File: src/rtl/iie_pkg.sv
`timescale 1ns/1ps
package iie_pkg;

    // neighbour slots; all three are fetched every cycle
    localparam int NB_UP    = 0;
    localparam int NB_LEFT  = 1;
    localparam int NB_DIAG  = 2;
    localparam int NB_COUNT = 3;

    // distance, in linear addresses, from a position back to a neighbour
    function automatic int nb_back(input int slot, input int cols);
        case (slot)
            NB_UP:   return cols;
            NB_LEFT: return 1;
            default: return cols + 1;
        endcase
    endfunction

endpackage

File: src/rtl/iie_scan.sv
`timescale 1ns/1ps
module iie_scan #(
    parameter int ROWS = 79,
    parameter int COLS = 131,
    localparam int CELLS = ROWS * COLS,
    localparam int AW = (CELLS > 1) ? $clog2(CELLS) : 1,
    localparam int RW = (ROWS > 1) ? $clog2(ROWS) : 1,
    localparam int CW = (COLS > 1) ? $clog2(COLS) : 1
) (
    input  logic          clk,
    input  logic          rst_n,
    input  logic          launch,
    output logic          active,
    output logic [AW-1:0] lin_addr,
    output logic          row_first,
    output logic          col_first,
    output logic          last_pos
);

    typedef struct packed {
        logic          active;
        logic [AW-1:0] lin;
        logic [RW-1:0] row;
        logic [CW-1:0] col;
    } scan_t;

    scan_t scan_d, scan_q;
    logic  col_end, row_end;

    assign col_end = (scan_q.col == CW'(COLS - 1));
    assign row_end = (scan_q.row == RW'(ROWS - 1));

    always_comb begin
        scan_d = scan_q;
        if (launch) begin
            scan_d.active = 1'b1;
            scan_d.lin    = '0;
            scan_d.row    = '0;
            scan_d.col    = '0;
        end else if (scan_q.active) begin
            if (col_end && row_end) begin
                scan_d.active = 1'b0;
            end else begin
                scan_d.lin = scan_q.lin + AW'(1);
                if (col_end) begin
                    scan_d.col = '0;
                    scan_d.row = scan_q.row + RW'(1);
                end else begin
                    scan_d.col = scan_q.col + CW'(1);
                end
            end
        end
    end

    always_ff @(posedge clk) begin
        if (!rst_n) scan_q <= '0;
        else        scan_q <= scan_d;
    end

    assign active    = scan_q.active;
    assign lin_addr  = scan_q.lin;
    assign row_first = (scan_q.row == '0);
    assign col_first = (scan_q.col == '0);
    assign last_pos  = col_end && row_end;

endmodule

File: src/rtl/iie_fwd.sv
`timescale 1ns/1ps
module iie_fwd #(
    parameter int AW    = 14,
    parameter int SUM_W = 22
) (
    input  logic [AW-1:0]    want,
    input  logic [SUM_W-1:0] ram_value,
    input  logic             new_valid,
    input  logic [AW-1:0]    new_addr,
    input  logic [SUM_W-1:0] new_value,
    input  logic             old_valid,
    input  logic [AW-1:0]    old_addr,
    input  logic [SUM_W-1:0] old_value,
    output logic [SUM_W-1:0] value
);

    // newest pending write wins over the one that landed at the read edge
    always_comb begin
        value = ram_value;
        if (old_valid && (old_addr == want)) value = old_value;
        if (new_valid && (new_addr == want)) value = new_value;
    end

endmodule

File: src/rtl/integral_image_engine.sv
`timescale 1ns/1ps
module integral_image_engine
    import iie_pkg::*;
#(
    parameter int ROWS  = 79,
    parameter int COLS  = 131,
    parameter int PIX_W = 8,
    parameter int SUM_W = 22,
    localparam int CELLS = ROWS * COLS,
    localparam int AW = (CELLS > 1) ? $clog2(CELLS) : 1
) (
    input  logic             clk,
    input  logic             rst_n,
    input  logic             start,
    output logic             pix_re,
    output logic [AW-1:0]    pix_addr,
    input  logic [PIX_W-1:0] pix_data,
    output logic [AW-1:0]    sum_up_addr,
    output logic [AW-1:0]    sum_left_addr,
    output logic [AW-1:0]    sum_diag_addr,
    input  logic [SUM_W-1:0] sum_up_data,
    input  logic [SUM_W-1:0] sum_left_data,
    input  logic [SUM_W-1:0] sum_diag_data,
    output logic             sum_we,
    output logic [AW-1:0]    sum_waddr,
    output logic [SUM_W-1:0] sum_wdata,
    output logic             busy,
    output logic             done
);

    // stage 2: read returned, metadata aligned with memory data
    typedef struct packed {
        logic                            valid;
        logic                            last;
        logic [AW-1:0]                   addr;
        logic [NB_COUNT-1:0]             use_nb;
        logic [NB_COUNT-1:0][AW-1:0]     nb_addr;
    } rd_stage_t;

    // stage 3: result waiting for its memory write
    typedef struct packed {
        logic             valid;
        logic             last;
        logic [AW-1:0]    addr;
        logic [SUM_W-1:0] sum;
    } wb_stage_t;

    // result written on the previous edge, possibly missed by the read
    typedef struct packed {
        logic             valid;
        logic [AW-1:0]    addr;
        logic [SUM_W-1:0] sum;
    } landed_t;

    typedef struct packed {
        rd_stage_t rd;
        wb_stage_t wb;
        landed_t   landed;
        logic      done;
    } core_t;

    core_t core_d, core_q;

    logic                          launch;
    logic                          row_first, col_first, last_pos;
    logic [NB_COUNT-1:0]           use_now;
    logic [NB_COUNT-1:0][AW-1:0]   nb_now;
    logic [NB_COUNT-1:0][SUM_W-1:0] ram_nb;
    logic [NB_COUNT-1:0][SUM_W-1:0] nb_val;
    logic [SUM_W-1:0]              total;

    assign busy   = pix_re | core_q.rd.valid | core_q.wb.valid;
    assign launch = start & ~busy;

    // stage 1: address generation
    iie_scan #(
        .ROWS(ROWS),
        .COLS(COLS)
    ) u_scan (
        .clk      (clk),
        .rst_n    (rst_n),
        .launch   (launch),
        .active   (pix_re),
        .lin_addr (pix_addr),
        .row_first(row_first),
        .col_first(col_first),
        .last_pos (last_pos)
    );

    always_comb begin
        use_now[NB_UP]   = ~row_first;
        use_now[NB_LEFT] = ~col_first;
        use_now[NB_DIAG] = ~row_first & ~col_first;
    end

    assign ram_nb[NB_UP]   = sum_up_data;
    assign ram_nb[NB_LEFT] = sum_left_data;
    assign ram_nb[NB_DIAG] = sum_diag_data;

    for (genvar g = 0; g < NB_COUNT; g++) begin : g_nb
        assign nb_now[g] = use_now[g] ? (pix_addr - AW'(nb_back(g, COLS))) : '0;

        iie_fwd #(
            .AW   (AW),
            .SUM_W(SUM_W)
        ) u_fwd (
            .want     (core_q.rd.nb_addr[g]),
            .ram_value(ram_nb[g]),
            .new_valid(core_q.wb.valid),
            .new_addr (core_q.wb.addr),
            .new_value(core_q.wb.sum),
            .old_valid(core_q.landed.valid),
            .old_addr (core_q.landed.addr),
            .old_value(core_q.landed.sum),
            .value    (nb_val[g])
        );
    end

    assign sum_up_addr   = nb_now[NB_UP];
    assign sum_left_addr = nb_now[NB_LEFT];
    assign sum_diag_addr = nb_now[NB_DIAG];

    // stage 2 arithmetic: pick neighbours by edge flags
    always_comb begin
        total = SUM_W'(pix_data);
        if (core_q.rd.use_nb[NB_UP])   total = total + nb_val[NB_UP];
        if (core_q.rd.use_nb[NB_LEFT]) total = total + nb_val[NB_LEFT];
        if (core_q.rd.use_nb[NB_DIAG]) total = total - nb_val[NB_DIAG];
    end

    always_comb begin
        core_d = core_q;

        core_d.rd.valid   = pix_re;
        core_d.rd.last    = last_pos;
        core_d.rd.addr    = pix_addr;
        core_d.rd.use_nb  = use_now;
        core_d.rd.nb_addr = nb_now;

        core_d.wb.valid = core_q.rd.valid;
        core_d.wb.last  = core_q.rd.last;
        core_d.wb.addr  = core_q.rd.addr;
        core_d.wb.sum   = total;

        core_d.landed.valid = core_q.wb.valid;
        core_d.landed.addr  = core_q.wb.addr;
        core_d.landed.sum   = core_q.wb.sum;

        if (launch)
            core_d.done = 1'b0;
        else if (core_q.wb.valid && core_q.wb.last)
            core_d.done = 1'b1;
    end

    always_ff @(posedge clk) begin
        if (!rst_n) core_q <= '0;
        else        core_q <= core_d;
    end

    assign sum_we    = core_q.wb.valid;
    assign sum_waddr = core_q.wb.addr;
    assign sum_wdata = core_q.wb.sum;
    assign done      = core_q.done;

endmodule

File: config.mk
export PLATFORM = sky130hd
export DESIGN_NAME = integral_image_engine
export DESIGN_NICKNAME = d
export VERILOG_FILES = /design/src/rtl/iie_pkg.sv /design/src/rtl/iie_scan.sv /design/src/rtl/iie_fwd.sv /design/src/rtl/integral_image_engine.sv
export SDC_FILE = /design/constraint.sdc
export NUM_CORES = 1
export LEC_CHECK = 0
export BUFFER_PORTS_ARGS = -buffer_cell sky130_fd_sc_hd__buf_2
export CAP_MARGIN = 25
export CORE_MARGIN = 3
export CORE_UTILIZATION = 35
export DETAILED_ROUTE_END_ITERATION = 16
export HOLD_SLACK_MARGIN = 0.03
export PLACE_DENSITY = 0.49
export RECOVER_POWER = 50
export SYNTH_ARGS = -nofsm -noshare
export SYNTH_HDL_FRONTEND = slang
export SYNTH_HIERARCHICAL = 1
export SYNTH_SLANG_ARGS = --single-unit
export TNS_END_PERCENT = 5
File: constraint.sdc
create_clock -name clk -period 8.35 [get_ports clk]
set_input_delay 0.4175 -clock clk [delete_from_list [all_inputs] [get_ports clk]]
set_output_delay 0.4175 -clock clk [all_outputs]
set_load 0.05 [all_outputs]
==> impl_metrics.csv, run 1 <==
group,metric,value,unit
status,status,"finished, violations left",
status,violations,"capacitance limit, slew limit",
cts,cts_buffer_depth,2,
synthesis,syn_area,12300,um^2
worst_setup_path,crit_path_top_delay_cell,"or4_1",
floorplanning,start_util,0.356,
place,place.gp.congestion,0.892,
timing,slew_violations,126,
timing,period_share,0.934,
timing,clock-skew-final,0.0208,ns
global_routing,grt_pass1_wl,58200,um
synthesis,synth_edf_count,0,
place,place_inst,1999,
worst_setup_path,slowest_delay,0.81,ns
synthesis,ys_warn_count,6,
detailed_routing,ant_nets,0,
place,port_buffers,172,
detailed_routing,firstDrtPassIters,5,
global_routing,grt_use_total,0.194,
final_layout,finish.instance_area,13300,um^2
final_layout,diodes,0,
synthesis,synth.distinct_cells,82,
global_routing,grt_pass1_vias,10400,
cts,hold_buffers,0,
synthesis,synth.largest_area_cell,"dfxtp_1",
timing,tns,0,ns
floorplanning,floorplan.die.width,194,um
synthesis,syn_avg_cell_area,8.13,um^2
synthesis,synth_seq_cells,167,
detailed_routing,drt-initial-drc-count,627,
synthesis,synthArstFlopShare,0,
cts,path_clk_slew,0.08,ns
worst_setup_path,worstPathRequired,8.68,ns
job,maxCapViolations,3,
worst_setup_path,path_class,"register to register",
cts,htreeDepth,4,
synthesis,ys.flop_type,"dfxtp_1",
final_layout,syn2layout_area_growth,8.14,%
worst_setup_path,timing.critical_path.mode_cell,"a21o_1",
cts,cts_made_buffers,17,
timing,finalHoldWorstSlack,0.374,ns
cts,clk_latency,0.44,ns
min_path,min_path_type,"input port to register",
timing,rsz0062_at_grt,"false",
place,place_area,12800,um^2
floorplanning,ioPinCount,173,
power,irDropWorstVdd,0.148,mV
global_routing,grt_use_met2,0.321,
cts,cts_resized,0,
timing,setup-violations-final,0,
global_routing,antenna_found_initial,0,
cts,clock-sinks,167,
detailed_routing,drc_errors,0,
final_layout,nNetsFinal,1703,
final_layout,layout.cells.non_filler,2031,
global_routing,grt_util_met1,0.259,
power,p_total,0.00211,W
synthesis,syn_nets,1655,
cts,post_cts_buffers,0,
floorplanning,dieHeight,194,um
worst_setup_path,critPathLaunchType,"register",
detailed_routing,post_drt_wl_per_cell,18.5,um
synthesis,syn_inst,1515,
timing,min_period,7.80,ns
floorplanning,core,34600,um^2
final_layout,fillers,3637,
worst_setup_path,end_kind,"register",
final_layout,drive_gt1_frac,0.136,
synthesis,synth_top_area_share,0.272,
global_routing,grt_use_met3,0.0284,
global_routing,overflow,0,
worst_setup_path,critPathMaxFanout,7,
worst_setup_path,arrival,8.12,ns
detailed_routing,routed_wl,37500,um
timing,clock.fmax,0.128,GHz
place,hpwl,28700,um
cts,cts_root_buf,"clkbuf_16",
power,p_leak,6.21,nW
timing,hold_viol_final,0,
global_routing,grt_max_degree,51,
floorplanning,std_cell_rows,68,
timing,slew_headroom,-0.503,
detailed_routing,vias,10400,
synthesis,seq_area_frac_synth,0.272,
detailed_routing,via_per_inst,5.13,
synthesis,synth.area.top_cells,"dfxtp_1, xnor2_1, ha_1, buf_4, mux2i_1",
global_routing,busiest_layer,"met2",
floorplanning,die_area,37500,um^2
timing,tightest_slew,2.25,ns
cts,cts_tree,"done",
power,power.density,158,nW/um^2
## flip-flops by register name (all words and copies together) (netlist names)
name             cells
done                 1
sum_wdata           22
core_q              83
u_scan/scan_q       15
sum_we               1
core_d              16
u_scan/active        1
u_scan/lin_addr     14
sum_waddr           14
## synthesized netlist by cell type, drive strengths merged, types with 6 or more instances
cell type	count
buf	119
nand3	36
nor2b	13
xor2	38
a21oi	128
mux2	15
mux2i	68
o31ai	11
a211oi	14
nor3	38
o21a	6
nand4	32
and2	79
clkbuf	46
nor2	181
dfxtp	167
ha	60
a21o	15
o21ai	42
a31oi	11
inv	59
or4	16
o21bai	6
or3	19
nand2b	10
o211ai	8
and3	7
xnor2	131
nand2	72
## worst paths after layout
path | from | to | slack (ns) | depth (start not counted)
max | core_q[29] | sum_wdata[19] | 0.55 | 31
min | start | u_scan/active | 0.37 | 5
max reg2reg | core_q[29] | sum_wdata[19] | 0.55 | 31
min reg2reg | core_d[74] | core_q[74] | 0.43 | 1
## power breakdown
group | switching (W) | internal (W) | leakage [nW]
Sequential | 0.0000168 | 0.000811 | 1.35
Clock | 0.000404 | 0.000405 | 0.286
Combinational | 0.000299 | 0.000172 | 4.58
Total | 0.000720 | 0.00139 | 6.21
## cell usage in the layout, fill, tap and decap left out, types with 15 or more instances in the layout
cell type / n
buf_4: 18
nand4_1: 32
and2_1: 54
inv_1: 59
o21ai_0: 35
clkbuf_16: 17
ha_1: 60
nand2_1: 72
nand3_1: 34
and2_0: 22
or3_1: 19
clkbuf_1: 58
buf_2: 117
dfxtp_1: 167
xor2_1: 38
nor3_1: 37
mux2_2: 15
a21oi_1: 127
xnor2_1: 131
nor2_1: 180
mux2i_1: 68
or4_1: 15
a21o_1: 15
## critical path, delay by kind of cell, from the launching register on
| kind | cells | cell delay, ns |
|---|---|---|
| AND/OR/NAND/NOR | 5 | 1.40 |
| AO/OA/AOI/OAI | 19 | 4.14 |
| flip-flops | 1 | 0.40 |
| XOR/XNOR | 2 | 0.35 |
| adder cells (fa/ha/maj) | 4 | 1.14 |
| multiplexers | 1 | 0.25 |
## metal layers
| layer | share of wire | vias to the layer above |
|---|---|---|
| li1 | - | 5241 |
| met1 | 0.47 | 4812 |
| met2 | 0.46 | 297 |
| met3 | 0.041 | 65 |
| met4 | 0.026 | 0 |
| met5 | 0 | - |
## per-stage QoR
step	worst slack (ns)	util
final	0.554	0.385
after floorplan	1.61	-
after CTS	0.534	0.387
after detailed placement	0.576	0.370
after global placement	0.622	0.369
after global routing	0.0750	0.385
## cell families (layout without fill, tap and decap cells)
| logic type | count (synthesis) | in the layout | share of synthesized area |
|---|---|---|---|
| compound gates | 278 | 278 | 0.143 |
| xor+xnor | 169 | 169 | 0.120 |
| fa+ha+maj | 63 | 63 | 0.0658 |
| buf+inv | 224 | 285 | 0.110 |
| flops | 167 | 167 | 0.272 |
| mux | 83 | 83 | 0.0690 |
| simple gates | 531 | 531 | 0.220 |
## final cells by class
cell class	count	area, um^2	share of cell area
multi-input combinational	1124	7620	0.572
sequential	167	3340	0.251
timing repair buffer	194	966	0.0725
tap	455	569	0.0428
clock buffer	17	425	0.0319
inverter	59	221	0.0166
clock inverter	15	173	0.0130
No activity file was read; power rests on OpenSTA's default activity.
==> inputs of run 2 (changes only) <==
==> constraint.sdc (replaced) <==
create_clock -name clk -period 8.35 [get_ports clk]
set_input_delay 0.4175 -clock clk [delete_from_list [all_inputs] [get_ports clk]]
set_output_delay 0.4175 -clock clk [all_outputs]
set_load 0.1 [all_outputs]
==> run 2 against run 1 <==
The flow still finishes with violations (capacitance limit, slew limit). Worst setup slack lost 0.012 ns. Non-clock buffer count unchanged. Global-route usage hardly changed. Design area is essentially flat. Total power grew 3.1%. Sequential power about the same. Via count decreased by 1.1%. Utilization barely moved. Clock-buffer cell count unchanged. Hold slack worse by 0.012 ns. Cell count unchanged. Critical endpoint unchanged. Largest power group unchanged.
==> impl_metrics.csv, run 2 (synthesized netlist as in run 1, its figures left out) <==
group,metric,value,unit
min_path,holdPathStages,5,
final_layout,largest_reg_flops,83,
worst_setup_path,r2r_slack,0.54,ns
floorplanning,die_area,37500,um^2
place,post-place-ws,0.619,ns
floorplanning,dieHeight,194,um
cts,clock-sinks,167,
power,p_total,0.00217,W
worst_setup_path,timing.critical_path.mode_cell,"a21o_1",
cts,cts_root_buf,"clkbuf_16",
final_layout,nNetsFinal,1703,
global_routing,antenna_found_initial,0,
worst_setup_path,slowest_delay,0.81,ns
timing,tns,0,ns
detailed_routing,vias,10300,
timing,clock.fmax,0.128,GHz
global_routing,grt_use_total,0.194,
cts,clk_latency,0.44,ns
cts,cts_tree,"done",
status,status,"finished, violations left",
status,violations,"capacitance limit, slew limit",
detailed_routing,firstDrtPassIters,5,
global_routing,grt_max_degree,51,
timing,setup-violations-final,0,
cts,path_clk_slew,0.08,ns
final_layout,fillers,3622,
cts,post_cts_buffers,0,
final_layout,syn2layout_area_growth,8.21,%
detailed_routing,via_per_inst,5.07,
place,place.gp.congestion,0.900,
min_path,min_path_type,"input port to register",
detailed_routing,drc_errors,0,
floorplanning,floorplan.die.width,194,um
place,place_area,12800,um^2
timing,hold_viol_final,0,
floorplanning,std_cell_rows,68,
timing,slew_headroom,-0.502,
worst_setup_path,critPathMaxFanout,11,
timing,slew_violations,126,
cts,cts_resized,0,
global_routing,grt_pass1_wl,58400,um
worst_setup_path,end_kind,"register",
final_layout,final_cell_mix,"nor2_1, dfxtp_1, xnor2_1",
timing,clock-skew-final,0.0123,ns
worst_setup_path,reg2reg_to,"sum_wdata[19]",
floorplanning,start_util,0.356,
final_layout,layout_commonest_cell,"nor2_1",
floorplanning,core,34600,um^2
global_routing,grt_pass1_vias,10300,
power,power.density,163,nW/um^2
place,port_buffers,172,
place,hpwl,28600,um
final_layout,top_register,"core_q",
worst_setup_path,path_class,"register to register",
cts,cts_buffer_depth,2,
global_routing,overflow,0,
worst_setup_path,worstPathRequired,8.68,ns
detailed_routing,routed_wl,37400,um
worst_setup_path,r2r_cells,31,
job,maxCapViolations,3,
cts,cts_made_buffers,17,
detailed_routing,drt-initial-drc-count,569,
worst_setup_path,arrival,8.14,ns
min_path,min_from,"start",
cts,htreeDepth,4,
timing,rsz0062_at_grt,"false",
detailed_routing,ant_nets,0,
final_layout,drive_gt1_frac,0.138,
worst_setup_path,r2r-start,"sum_waddr[3]",
power,p_leak,6.23,nW
detailed_routing,post_drt_wl_per_cell,18.4,um
worst_setup_path,crit_path_top_delay_cell,"a2111oi_0",
worst_setup_path,critPathLaunchType,"register",
min_path,min_to,"u_scan/active",
final_layout,diodes,0,
cts,hold_buffers,0,
timing,tightest_slew,2.25,ns
floorplanning,ioPinCount,173,
timing,setup_slack,0.542,ns
timing,min_period,7.81,ns
timing,period_share,0.935,
final_layout,finish.instance_area,13300,um^2
final_layout,post-route-util,0.385,
power,irDropWorstVdd,0.145,mV
[run 2: cell count changes in the layout (fill, tap and decap cells not counted), sizes merged]
cell,before,now
buf,136,139
bufinv,0,1
clkbuf,75,72
clkinv,5,4
[run 2: routing by layer]
| metal | GRT usage | routed length [um] | vias to the layer above |
|---|---|---|---|
| met4 | 0.0458 | 595 | 0 |
| met1 | 0.259 | 17600 | 4798 |
| li1 | - | - | 5228 |
| met3 | 0.0338 | 1530 | 32 |
| met5 | 0 | 0 | - |
| met2 | 0.329 | 17700 | 238 |
[run 2: worst max path at each step]
stage            startpoint             to  slack [ns]
2_1_floorplan        sum_we  sum_wdata[20]        1.26
3_3_place_gp   sum_waddr[3]  sum_wdata[19]        0.62
3_5_place_dp   sum_waddr[3]  sum_wdata[19]        0.62
4_1_cts        sum_waddr[3]  sum_wdata[19]        0.59
5_1_grt          core_q[29]  sum_wdata[19]        0.05
6_report       sum_waddr[3]  sum_wdata[19]        0.54
[run 2: metrics by stage]
step           hold WS, ns  cells
6_report             0.362   2031
5_1_grt              0.395   2031
4_1_cts              0.346   2031
3_5_place_dp         0.419   1999
3_3_place_gp         0.414   1998
2_1_floorplan        0.412   1515
[run 2: power breakdown]
group          internal, W  leakage (nW)  switching, W  total [W]
clock             0.000430         0.290      0.000392   0.000821
sequential        0.000811          1.35     0.0000166   0.000827
combinational     0.000172          4.59      0.000352   0.000524
total              0.00141          6.23      0.000760    0.00217
[run 2: cell type report]
cell class	count	area, um^2	area share
sequential	167	3340	0.251
clock buffer	17	425	0.0319
clock inverter	15	180	0.0135
inverter	59	221	0.0166
timing repair buffer	194	967	0.0726
multi-input combinational	1124	7620	0.572
tap	455	569	0.0427
[run 2: critical path, delay by kind of cell, from the launching register on]
kind / cells / cell delay, ns
AO/OA/AOI/OAI: 19 / 4.13
XOR/XNOR: 2 / 0.37
adder cells (fa/ha/maj): 4 / 1.12
flip-flops: 1 / 0.51
AND/OR/NAND/NOR: 6 / 1.54
==> inputs of run 3 (changes only) <==
CORE_UTILIZATION = 40   (was 35)
PLACE_DENSITY = 0.55   (was 0.49)
==> run 3 against run 2 <==
The flow still finishes with violations (capacitance limit, slew limit). Via count is 0.75% lower. Register-to-register slack better by 0.33 ns. Clock power is 3.2% lower. Clock skew is 0.0040 ns higher. Routed wire length is 6.8% lower. Die area is 12% lower. Flip-flop and latch count stayed put. Total power is 1.9% lower. Non-clock buffer count is 7 lower. Critical endpoint is now sum_wdata[20]. Largest cell class unchanged.
==> impl_metrics.csv, run 3 (synthesized netlist as in run 1, its figures left out) <==
group,metric,value,unit
status,status,"finished, violations left",
status,violations,"capacitance limit, slew limit",
worst_setup_path,end_kind,"register",
final_layout,drive_gt1_frac,0.133,
cts,cts_root_buf,"clkbuf_16",
worst_setup_path,arrival,7.82,ns
cts,path_clk_slew,0.07,ns
detailed_routing,drt-initial-drc-count,684,
global_routing,grt_pass1_wl,54900,um
detailed_routing,ant_nets,0,
floorplanning,die_area,32900,um^2
final_layout,largest_reg_flops,83,
place,post-place-ws,0.927,ns
floorplanning,core,30000,um^2
timing,setup-violations-final,0,
worst_setup_path,path_class,"register to register",
power,switchingPower,0.000745,W
place,port_buffers,172,
worst_setup_path,slowest_delay,0.61,ns
min_path,min_to,"u_scan/active",
worst_setup_path,r2r_slack,0.88,ns
detailed_routing,vias,10200,
timing,hold_viol_final,0,
cts,post_cts_buffers,0,
final_layout,top_register,"core_q",
place,place.gp.congestion,0.892,
worst_setup_path,reg2reg_to,"sum_wdata[20]",
cts,cts_tree,"done",
min_path,holdPathStages,5,
timing,clock-skew-final,0.0163,ns
floorplanning,dieHeight,181,um
floorplanning,start_util,0.411,
power,irDropWorstVdd,0.130,mV
worst_setup_path,critPathLaunchType,"register",
global_routing,overflow,0,
worst_setup_path,critPathMaxFanout,21,
worst_setup_path,timing.critical_path.mode_cell,"a21oi_1",
cts,hold_buffers,0,
final_layout,nNetsFinal,1696,
global_routing,grt_pass1_vias,10100,
detailed_routing,via_per_inst,5.22,
worst_setup_path,r2r_cells,30,
timing,slew_headroom,-0.268,
timing,min_period,7.47,ns
place,hpwl,26400,um
job,maxCapViolations,3,
detailed_routing,post_drt_wl_per_cell,17.8,um
min_path,min_from,"start",
worst_setup_path,r2r-start,"core_q[29]",
global_routing,grt_max_degree,49,
detailed_routing,routed_wl,34900,um
timing,tightest_slew,1.90,ns
worst_setup_path,worstPathRequired,8.69,ns
timing,slew_violations,116,
timing,clock.fmax,0.134,GHz
detailed_routing,drc_errors,0,
timing,period_share,0.895,
power,clkPwrFrac,0.373,
power,p_comb_frac,0.239,
power,netSwitchingFraction,0.349,
final_layout,diodes,0,
cts,cts_made_buffers,17,
final_layout,final_cell_mix,"nor2_1, dfxtp_1, xnor2_1",
cts,cts_buffer_depth,2,
worst_setup_path,crit_path_top_delay_cell,"or4_1",
global_routing,grt_use_total,0.207,
min_path,min_path_type,"input port to register",
floorplanning,ioPinCount,173,
detailed_routing,firstDrtPassIters,6,
floorplanning,std_cell_rows,63,
cts,cts_resized,0,
timing,tns,0,ns
power,p_leak,6.19,nW
final_layout,syn2layout_area_growth,7.33,%
power,power.density,161,nW/um^2
timing,rsz0062_at_grt,"false",
cts,clock-sinks,167,
power,p_int,0.00139,W
cts,clk_latency,0.43,ns
timing,setup_slack,0.877,ns
power,seqPwrFrac,0.388,
final_layout,layout_commonest_cell,"nor2_1",
floorplanning,floorplan.die.width,181,um
global_routing,antenna_found_initial,0,
cts,htreeDepth,4,
-- run 3: power groups by stage --
stage | Sequential (W) | Combinational (W) | Clock [W]
floorplan | 0.000845 | 0.000416 | 0
global placement | 0.000846 | 0.000504 | 0
detailed placement | 0.000846 | 0.000507 | 0
CTS | 0.000827 | 0.000509 | 0.000814
global route | 0.000830 | 0.000556 | 0.000849
finish | 0.000828 | 0.000510 | 0.000795
-- run 3: cell type report --
type | instances | area (um^2)
clock inverter | 14 | 151
tap | 390 | 488
fill | 3101 | 16700
multi-input combinational | 1124 | 7620
timing repair buffer | 187 | 955
clock buffer | 18 | 439
sequential | 167 | 3340
inverter | 59 | 221
-- run 3: critical path: cells and delay by family (launching register included) --
family | cells | cell delay (ns)
compound gates | 18 | 3.42
xor+xnor | 2 | 0.31
fa+ha+maj | 3 | 1.12
buf+inv | 1 | 0.30
flops | 1 | 0.40
mux | 3 | 0.83
simple gates | 3 | 0.99
-- run 3: per-stage QoR --
step                      area (um^2)  instances   util  power, W  hold WS (ns)
after floorplan                 12300       1515      -   0.00126         0.412
after global placement          12600       1924  0.421   0.00135         0.414
after detailed placement        12600       1924  0.421   0.00135         0.419
after CTS                       13200       1956  0.441   0.00215         0.351
after global routing            13200       1959  0.441   0.00224         0.389
final                           13200       1959  0.441   0.00213         0.380
-- run 3: worst max-delay path by stage --
| stage | startpoint | to | slack, ns | cells past startpoint |
|---|---|---|---|---|
| after global placement | core_q[29] | sum_wdata[19] | 0.99 | 31 |
| final | core_q[29] | sum_wdata[20] | 0.88 | 30 |
| after floorplan | sum_we | sum_wdata[20] | 1.26 | 32 |
| after detailed placement | core_q[31] | sum_wdata[19] | 0.93 | 31 |
| after CTS | core_q[31] | sum_wdata[19] | 0.91 | 31 |
| after global routing | core_q[34] | sum_wdata[19] | 0.38 | 33 |
-- run 3: per-layer routing --
metal / up-vias / part of all wire / track usage
met2: 253 / 0.47 / 0.346
li1: 5213 / - / -
met5: - / 0 / 0
met3: 36 / 0.040 / 0.0300
met1: 4717 / 0.48 / 0.282
met4: 0 / 0.015 / 0.0500
